<file path="src/rtl/tsp_pkg.sv">
package tsp_pkg;

    localparam int TSP_WORD_W = 16;
    localparam int TSP_BIT_W  = $clog2(TSP_WORD_W);
    localparam int TSP_SLOT_W = 5;

    typedef logic [TSP_WORD_W-1:0] word_t;
    typedef logic [TSP_SLOT_W-1:0] slot_t;
    typedef logic [TSP_BIT_W-1:0]  bitidx_t;

    typedef enum logic {
        CELL_SINGLE = 1'b0,
        CELL_DOUBLE = 1'b1
    } cell_mode_e;

    // Position within the frame; half marks the second DCL cycle of a double cell
    typedef struct packed {
        logic    in_frame;
        slot_t   slot;
        bitidx_t bitn;
        logic    half;
    } slot_pos_t;

    typedef struct packed {
        logic rise;
        logic fall;
        logic frame_start;
    } line_evt_t;

    localparam slot_pos_t POS_START = '{in_frame: 1'b1, slot: '0, bitn: '0, half: 1'b0};

    // Advance one DCL rising edge
    function automatic slot_pos_t pos_step(slot_pos_t p, cell_mode_e mode, slot_t last_slot);
        slot_pos_t n;
        n = p;
        if (p.in_frame) begin
            if (mode == CELL_DOUBLE && !p.half) begin
                n.half = 1'b1;
            end else begin
                n.half = 1'b0;
                if (p.bitn == bitidx_t'(TSP_WORD_W - 1)) begin
                    n.bitn = '0;
                    if (p.slot == last_slot) begin
                        n.in_frame = 1'b0;
                        n.slot     = '0;
                    end else begin
                        n.slot = p.slot + slot_t'(1);
                    end
                end else begin
                    n.bitn = p.bitn + bitidx_t'(1);
                end
            end
        end
        return n;
    endfunction

    function automatic slot_t clamp_slots(slot_t req, slot_t lim);
        return (req > lim) ? lim : req;
    endfunction

endpackage

</file>
<file path="src/rtl/tsp_edge_sense.sv">
module tsp_edge_sense
    import tsp_pkg::*;
(
    input  logic      clk,
    input  logic      rst,
    input  logic      dcl,
    input  logic      fsc,
    output line_evt_t evt
);

    logic dcl_q;
    logic fsc_at_rise;

    always_comb begin
        evt.rise        = dcl & ~dcl_q;
        evt.fall        = ~dcl & dcl_q;
        evt.frame_start = dcl & ~dcl_q & fsc & ~fsc_at_rise;
    end

    always_ff @(posedge clk) begin
        if (rst) begin
            dcl_q       <= 1'b0;
            fsc_at_rise <= 1'b0;
        end else begin
            dcl_q <= dcl;
            if (evt.rise) begin
                fsc_at_rise <= fsc;
            end
        end
    end

    // two frame starts never come from consecutive clock cycles
    a_r3_no_back_to_back_start: assert property (@(posedge clk) disable iff (rst)
        evt.frame_start |=> !evt.frame_start);

endmodule

</file>
<file path="src/rtl/tsp_slot_tracker.sv">
module tsp_slot_tracker
    import tsp_pkg::*;
#(
    parameter int MAX_SLOTS = 16
)(
    input  logic       clk,
    input  logic       rst,
    input  logic       rise,
    input  logic       frame_start,
    input  cell_mode_e mode,
    output slot_pos_t  pos,
    output slot_pos_t  pos_nxt
);

    localparam slot_t LAST_SLOT = slot_t'(MAX_SLOTS - 1);

    always_comb begin
        if (frame_start) begin
            pos_nxt = POS_START;
        end else if (rise) begin
            pos_nxt = pos_step(pos, mode, LAST_SLOT);
        end else begin
            pos_nxt = pos;
        end
    end

    always_ff @(posedge clk) begin
        if (rst) begin
            pos <= '0;
        end else begin
            pos <= pos_nxt;
        end
    end

    // a frame start lands on slot 0, bit 0, first half
    a_r3_start_aligns: assert property (@(posedge clk) disable iff (rst)
        frame_start |=> (pos.in_frame && pos.slot == '0 && pos.bitn == '0 && !pos.half));

    // the slot index never passes the last slot
    a_r10_slot_bounded: assert property (@(posedge clk) disable iff (rst)
        pos.in_frame |-> (pos.slot <= LAST_SLOT));

    // leaving the frame needs a rising edge at the last slot
    a_r10_leave_at_end: assert property (@(posedge clk) disable iff (rst)
        $fell(pos.in_frame) |-> $past(pos.slot == LAST_SLOT && rise));

endmodule

</file>
<file path="src/rtl/tsp_tx_path.sv">
module tsp_tx_path
    import tsp_pkg::*;
(
    input  logic      clk,
    input  logic      rst,
    input  logic      rise,
    input  slot_pos_t pos_nxt,
    input  slot_t     act_lim,
    input  word_t     tx_data,
    output logic      txd,
    output logic      tx_take,
    output slot_t     tx_take_slot
);

    word_t tx_sr;
    logic  launch;
    logic  live;

    always_comb begin
        launch = rise && !pos_nxt.half;
        live   = pos_nxt.in_frame && (pos_nxt.slot < act_lim);
    end

    always_ff @(posedge clk) begin
        if (rst) begin
            txd          <= 1'b1;
            tx_sr        <= '0;
            tx_take      <= 1'b0;
            tx_take_slot <= '0;
        end else begin
            tx_take <= 1'b0;
            if (launch) begin
                if (live) begin
                    if (pos_nxt.bitn == '0) begin
                        txd          <= tx_data[TSP_WORD_W-1];
                        tx_sr        <= {tx_data[TSP_WORD_W-2:0], 1'b0};
                        tx_take      <= 1'b1;
                        tx_take_slot <= pos_nxt.slot;
                    end else begin
                        txd   <= tx_sr[TSP_WORD_W-1];
                        tx_sr <= {tx_sr[TSP_WORD_W-2:0], 1'b0};
                    end
                end else begin
                    txd <= 1'b1;
                end
            end
        end
    end

    // the line only moves after a DCL rising edge
    a_r4_txd_on_rise: assert property (@(posedge clk) disable iff (rst)
        !rise |=> $stable(txd));

    // the second rise of a double cell leaves the bit alone
    a_r11_hold_second_rise: assert property (@(posedge clk) disable iff (rst)
        (rise && pos_nxt.half) |=> $stable(txd));

    // words are only taken for active slots
    a_r8_take_in_range: assert property (@(posedge clk) disable iff (rst)
        tx_take |-> (tx_take_slot < $past(act_lim)));

endmodule

</file>
<file path="src/rtl/tsp_rx_path.sv">
module tsp_rx_path
    import tsp_pkg::*;
(
    input  logic       clk,
    input  logic       rst,
    input  logic       fall,
    input  slot_pos_t  pos,
    input  cell_mode_e mode,
    input  slot_t      act_lim,
    input  logic       rxd,
    output word_t      rx_word,
    output slot_t      rx_slot,
    output logic       rx_valid
);

    logic [TSP_WORD_W-2:0] rx_sr;
    logic                  sample;

    always_comb begin
        sample = fall && pos.in_frame && (pos.slot < act_lim)
                 && (mode == CELL_SINGLE || pos.half);
    end

    always_ff @(posedge clk) begin
        if (rst) begin
            rx_sr    <= '0;
            rx_word  <= '0;
            rx_slot  <= '0;
            rx_valid <= 1'b0;
        end else begin
            rx_valid <= 1'b0;
            if (sample) begin
                rx_sr <= {rx_sr[TSP_WORD_W-3:0], rxd};
                if (pos.bitn == bitidx_t'(TSP_WORD_W - 1)) begin
                    rx_word  <= {rx_sr, rxd};
                    rx_slot  <= pos.slot;
                    rx_valid <= 1'b1;
                end
            end
        end
    end

    // the delivery strobe lasts one cycle
    a_r7_valid_one_cycle: assert property (@(posedge clk) disable iff (rst)
        rx_valid |=> !rx_valid);

    // a word is completed by a falling DCL edge
    a_r6_valid_after_fall: assert property (@(posedge clk) disable iff (rst)
        rx_valid |-> $past(fall));

endmodule

</file>
<file path="src/rtl/tsp_serial_port.sv">
module tsp_serial_port
    import tsp_pkg::*;
#(
    parameter int MAX_SLOTS = 16
)(
    input  logic                  clk,
    input  logic                  rst,
    input  logic                  dcl,
    input  logic                  fsc,
    input  logic                  double_mode,
    input  logic [TSP_SLOT_W-1:0] active_slots,
    input  logic [TSP_WORD_W-1:0] tx_data,
    output logic                  tx_take,
    output logic [TSP_SLOT_W-1:0] tx_take_slot,
    output logic                  txd,
    input  logic                  rxd,
    output logic [TSP_WORD_W-1:0] rx_word,
    output logic [TSP_SLOT_W-1:0] rx_slot,
    output logic                  rx_valid
);

    localparam slot_t SLOT_LIMIT = slot_t'(MAX_SLOTS);

    line_evt_t  evt;
    slot_pos_t  pos;
    slot_pos_t  pos_nxt;
    cell_mode_e mode;
    slot_t      act_lim;

    always_comb begin
        mode    = cell_mode_e'(double_mode);
        act_lim = clamp_slots(active_slots, SLOT_LIMIT);
    end

    tsp_edge_sense u_edge (
        .clk (clk),
        .rst (rst),
        .dcl (dcl),
        .fsc (fsc),
        .evt (evt)
    );

    tsp_slot_tracker #(.MAX_SLOTS(MAX_SLOTS)) u_track (
        .clk         (clk),
        .rst         (rst),
        .rise        (evt.rise),
        .frame_start (evt.frame_start),
        .mode        (mode),
        .pos         (pos),
        .pos_nxt     (pos_nxt)
    );

    tsp_tx_path u_tx (
        .clk          (clk),
        .rst          (rst),
        .rise         (evt.rise),
        .pos_nxt      (pos_nxt),
        .act_lim      (act_lim),
        .tx_data      (tx_data),
        .txd          (txd),
        .tx_take      (tx_take),
        .tx_take_slot (tx_take_slot)
    );

    tsp_rx_path u_rx (
        .clk      (clk),
        .rst      (rst),
        .fall     (evt.fall),
        .pos      (pos),
        .mode     (mode),
        .act_lim  (act_lim),
        .rxd      (rxd),
        .rx_word  (rx_word),
        .rx_slot  (rx_slot),
        .rx_valid (rx_valid)
    );

    // a frame start with any active slot takes the word for slot 0
    a_r5_start_takes_slot0: assert property (@(posedge clk) disable iff (rst)
        (evt.frame_start && act_lim != '0) |=> (tx_take && tx_take_slot == '0));

    // with nothing active, no strobe appears
    a_r8_zero_active_silent: assert property (@(posedge clk) disable iff (rst)
        (act_lim == '0 && $past(act_lim == '0)) |-> (!tx_take && !rx_valid));

endmodule

</file>
<file path="config.mk">
export PLATFORM = sky130hd
export DESIGN_NAME = tsp_serial_port
export DESIGN_NICKNAME = d
export VERILOG_FILES = /design/src/rtl/tsp_pkg.sv /design/src/rtl/tsp_edge_sense.sv /design/src/rtl/tsp_slot_tracker.sv /design/src/rtl/tsp_tx_path.sv /design/src/rtl/tsp_rx_path.sv /design/src/rtl/tsp_serial_port.sv
export SDC_FILE = /design/constraint.sdc
export NUM_CORES = 1
export LEC_CHECK = 0
export BUFFER_PORTS_ARGS = -buffer_cell sky130_fd_sc_hd__buf_4
export CAP_MARGIN = 20
export CORE_ASPECT_RATIO = 1.2
export CORE_UTILIZATION = 55
export CTS_CLUSTER_DIAMETER = 30
export DETAILED_ROUTE_END_ITERATION = 12
export GPL_ROUTABILITY_DRIVEN = 0
export MAX_ROUTING_LAYER = met4
export PLACE_DENSITY = 0.78
export SLEW_MARGIN = 20
export SYNTH_ARGS = -nofsm -noshare
export SYNTH_HDL_FRONTEND = slang
export SYNTH_HIERARCHICAL = 1
export SYNTH_SLANG_ARGS = --single-unit
</file>
<file path="constraint.sdc">
create_clock -name clk -period 3.8 [get_ports clk]
set_clock_uncertainty 0.1 [all_clocks]
set_input_delay 0.57 -clock clk [delete_from_list [all_inputs] [get_ports clk]]
set_output_delay 0.57 -clock clk [all_outputs]
set_load 0.005 [all_outputs]
</file>
==> out/results.tsv <==
metric	value	unit
status	completed	
internal power	0.00114	W
Die Wd	75.2	um
asr flop ratio synth	0	%
pwr dens	359	nW/um2
P_sw	0.000348	W
Flop pwr share	51.5	%
clock slew at reported path FFs	80	ps
combinational power share	7.5	%
DRC	0	
RSZ-0062 raised after global routing	false	
P&R area growth vs syn	17.7	%
CP Launch Type	register	
final hold violation count	0	
row count	31	
multi-input logic area	1920	um2
pin count of the biggest net entering global routing	94	
share of layout cells above drive strength 1	23.1	%
critical path class	register to register	
RR Endpoint	u_tx/tx_sr[10]	
Post-synth EDFFs	0	
min-delay worst type	input pin to register	
R2R Setup Slk	670	ps
vias after detailed routing	2648	
final setup fails	0	
CP required	3930	ps
Syn Area/Cell	9.42	um2
hpwl dp	4.36	mm
initial antenna violation count	0	
Routed Antenna Nets	0	
delay-heaviest family, CP	multiplexers	
Post-CTS Setup Bufs	0	
wirelength, routed	6.32	mm
CP startpoint	u_track/pos[1]	
Peak Freq	319	MHz
CTS root buffer	clkbuf_8	
Filler cells	535	
GRT Util Overall	20.6	%
final core utilization	67.9	%
CP arrival	3260	ps
worst r2r src	u_track/pos[1]	
sequential share of the synthesized area	40.8	%
I/O pin cnt	56	
R2R cell count	11	
H-tree Lvls	3	
number of hold buffers added after CTS	0	
Total Power	0.00149	W
hold-critical path endpoint	u_edge/dcl_q	
Pre-Repair DR Iteration Count	4	
Net Sw Frac	23.3	%
CP max stage delay	430	ps
clock power share	41.0	%
TritonCTS clock tree	built	
Synth Net Count	412	
#FFs+latches synth	72	
drt wl/cell	12.4	um
Inserted Clock Buffers	9	
Worst-Margin Slew	736	ps
Initial DRC Count	125	
hold_sp	dcl	
number of global-route vias before repair	2441	
minimum clock period	3130	ps
Worst VDD drop	217	uV
crit share post-route	82.5	%
crit path cell chain	ha_1, and3_4, and3_4, mux2i_1, nor2_1, ha_1, nand2_1, o21ai_0, a21o_1, buf_4, mux2_2	
leakage power	1.79	nW
Synth area leaders	dfxtp_1, mux2i_1, nand2b_1, mux2_2, nor2b_1	
PortBufs	55	
WP buf/inv	1	
post-synthesis cell area	3530	um2
die height	89.8	um
Primary FF master, synth	dfxtp_1	
# diodes	0	
synth unique cells	43	
synth warn	6	
GR Layer Usage met2	33.9	%
Critical Path End Type	register	
top-area cell type share of the netlist area	40.8	%
Most Crowded Layer GR	met2	
Core Area	6130	um2
register area	1440	um2
M3 GR Usage	3.03	%
die footprint	6750	um2
slowest stage cell, crit path	dfxtp_1	
post-synth top area cell	dfxtp_1	
M1 GR Usage	23.8	%
Bufs on Longest Clock Path	2	
Max-cap violations	0	
Post-Synthesis Cells	375	
Hold Path Stages	2	
final slew viol count	0	
Crit path depth	11	
Worst slew margin	50.9	%
Post-layout nets	461	
first-pass GRT wire length	10.6	mm
gr ovfl total	0	
crit-path max FO	17	
Resized Gates After CTS	0	
starting density of the core	57.6	%
clk_lat worst skew	340	ps
Avg Vias per Cell	5.18	
total negative slack	0	ps
Sink Count	72	
==> state kept, by name (all words and copies together) (netlist names) <==
signal              cells
u_rx/rx_word           16
u_rx/rx_sr             15
u_tx/tx_sr             15
u_track/pos            11
u_rx/rx_slot            5
u_tx/tx_take_slot       5
u_edge/dcl_q            1
u_edge/fsc_at_rise      1
u_rx/rx_valid           1
u_tx/tx_take            1
u_tx/txd                1
==> through the flow <==
step,instance area (um2),std cells,worst slack [ps],hold WS (ps)
finish,4160,511,666,360
global route,4160,511,460,355
CTS,4160,511,654,350
detailed placement,3950,495,351,364
global placement,3950,495,496,348
floorplan,3530,375,697,337
==> synth_stat cells, types with 2 or more instances <==
library cell,n
dfxtp_1,72
nand2b_1,55
mux2i_1,46
nand2_1,32
nor2_1,26
nor2b_1,22
a21oi_1,19
mux2_2,14
inv_1,12
clkbuf_1,11
ha_1,10
buf_6,5
nand4_1,5
a21o_1,3
buf_4,3
nor3_1,3
o21ai_0,3
and2_1,2
and3_1,2
and3_4,2
and3b_1,2
buf_2,2
nand3b_1,2
nor4_1,2
xor2_1,2
==> power by group through the flow <==
stage	clock network, W	registers, W	logic (W)
3_5_place_dp	0	0.000786	0.000113
3_3_place_gp	0	0.000785	0.000110
5_1_grt	0.000659	0.000769	0.000124
2_1_floorplan	0	0.000784	0.0000787
4_1_cts	0.000628	0.000768	0.000113
6_report	0.000611	0.000768	0.000112
==> cells in the final DEF, fill, tap and decap left out, types with 5 or more instances in the layout <==
cell and instances:
nor2_1 26, nor2b_1 22, ha_1 10, buf_4 59
inv_1 12, clkbuf_8 10, mux2_2 14, dfxtp_1 72
a21oi_1 19, nand2_1 32, mux2i_1 46, nand2b_1 55
nand4_1 5
==> how the worst max path moves through the flow <==
stage | end
final | u_tx/tx_sr[10]
after global routing | u_tx/tx_sr[12]
after CTS | u_tx/tx_sr[10]
after detailed placement | u_tx/tx_sr[10]
after global placement | u_tx/tx_sr[15]
after floorplan | u_tx/tx_sr[12]
==> layer usage <==
metal | routed length, um | vias up
li1 | - | 1371
met1 | 2890 | 1223
met2 | 3150 | 47
met3 | 178 | 7
met4 | 106 | 0
met5 | 0 | -
==> cell type report <==
cell class / instances / area share (%)
clock buffers: 10 / 3.31
well taps: 82 / 2.47
repair buffers: 59 / 10.6
inverters: 12 / 1.08
multi-input cells: 270 / 46.2
flip-flops and latches: 72 / 34.7
clock inverters: 6 / 1.62
==> kinds of logic (layout without fill, tap and decap cells) <==
family | Yosys count | count (layout) | share of synthesized area, %
flip-flops | 72 | 72 | 40.8
adder cells (fa/ha/maj) | 10 | 10 | 3.54
multiplexers | 60 | 60 | 17.5
buffers and inverters | 33 | 87 | 4.96
AO/OA/AOI/OAI | 34 | 34 | 6.52
AND/OR/NAND/NOR | 164 | 164 | 26.2
XOR/XNOR | 2 | 2 | 0.496
Note: power is estimated with default switching activity, not from simulation.
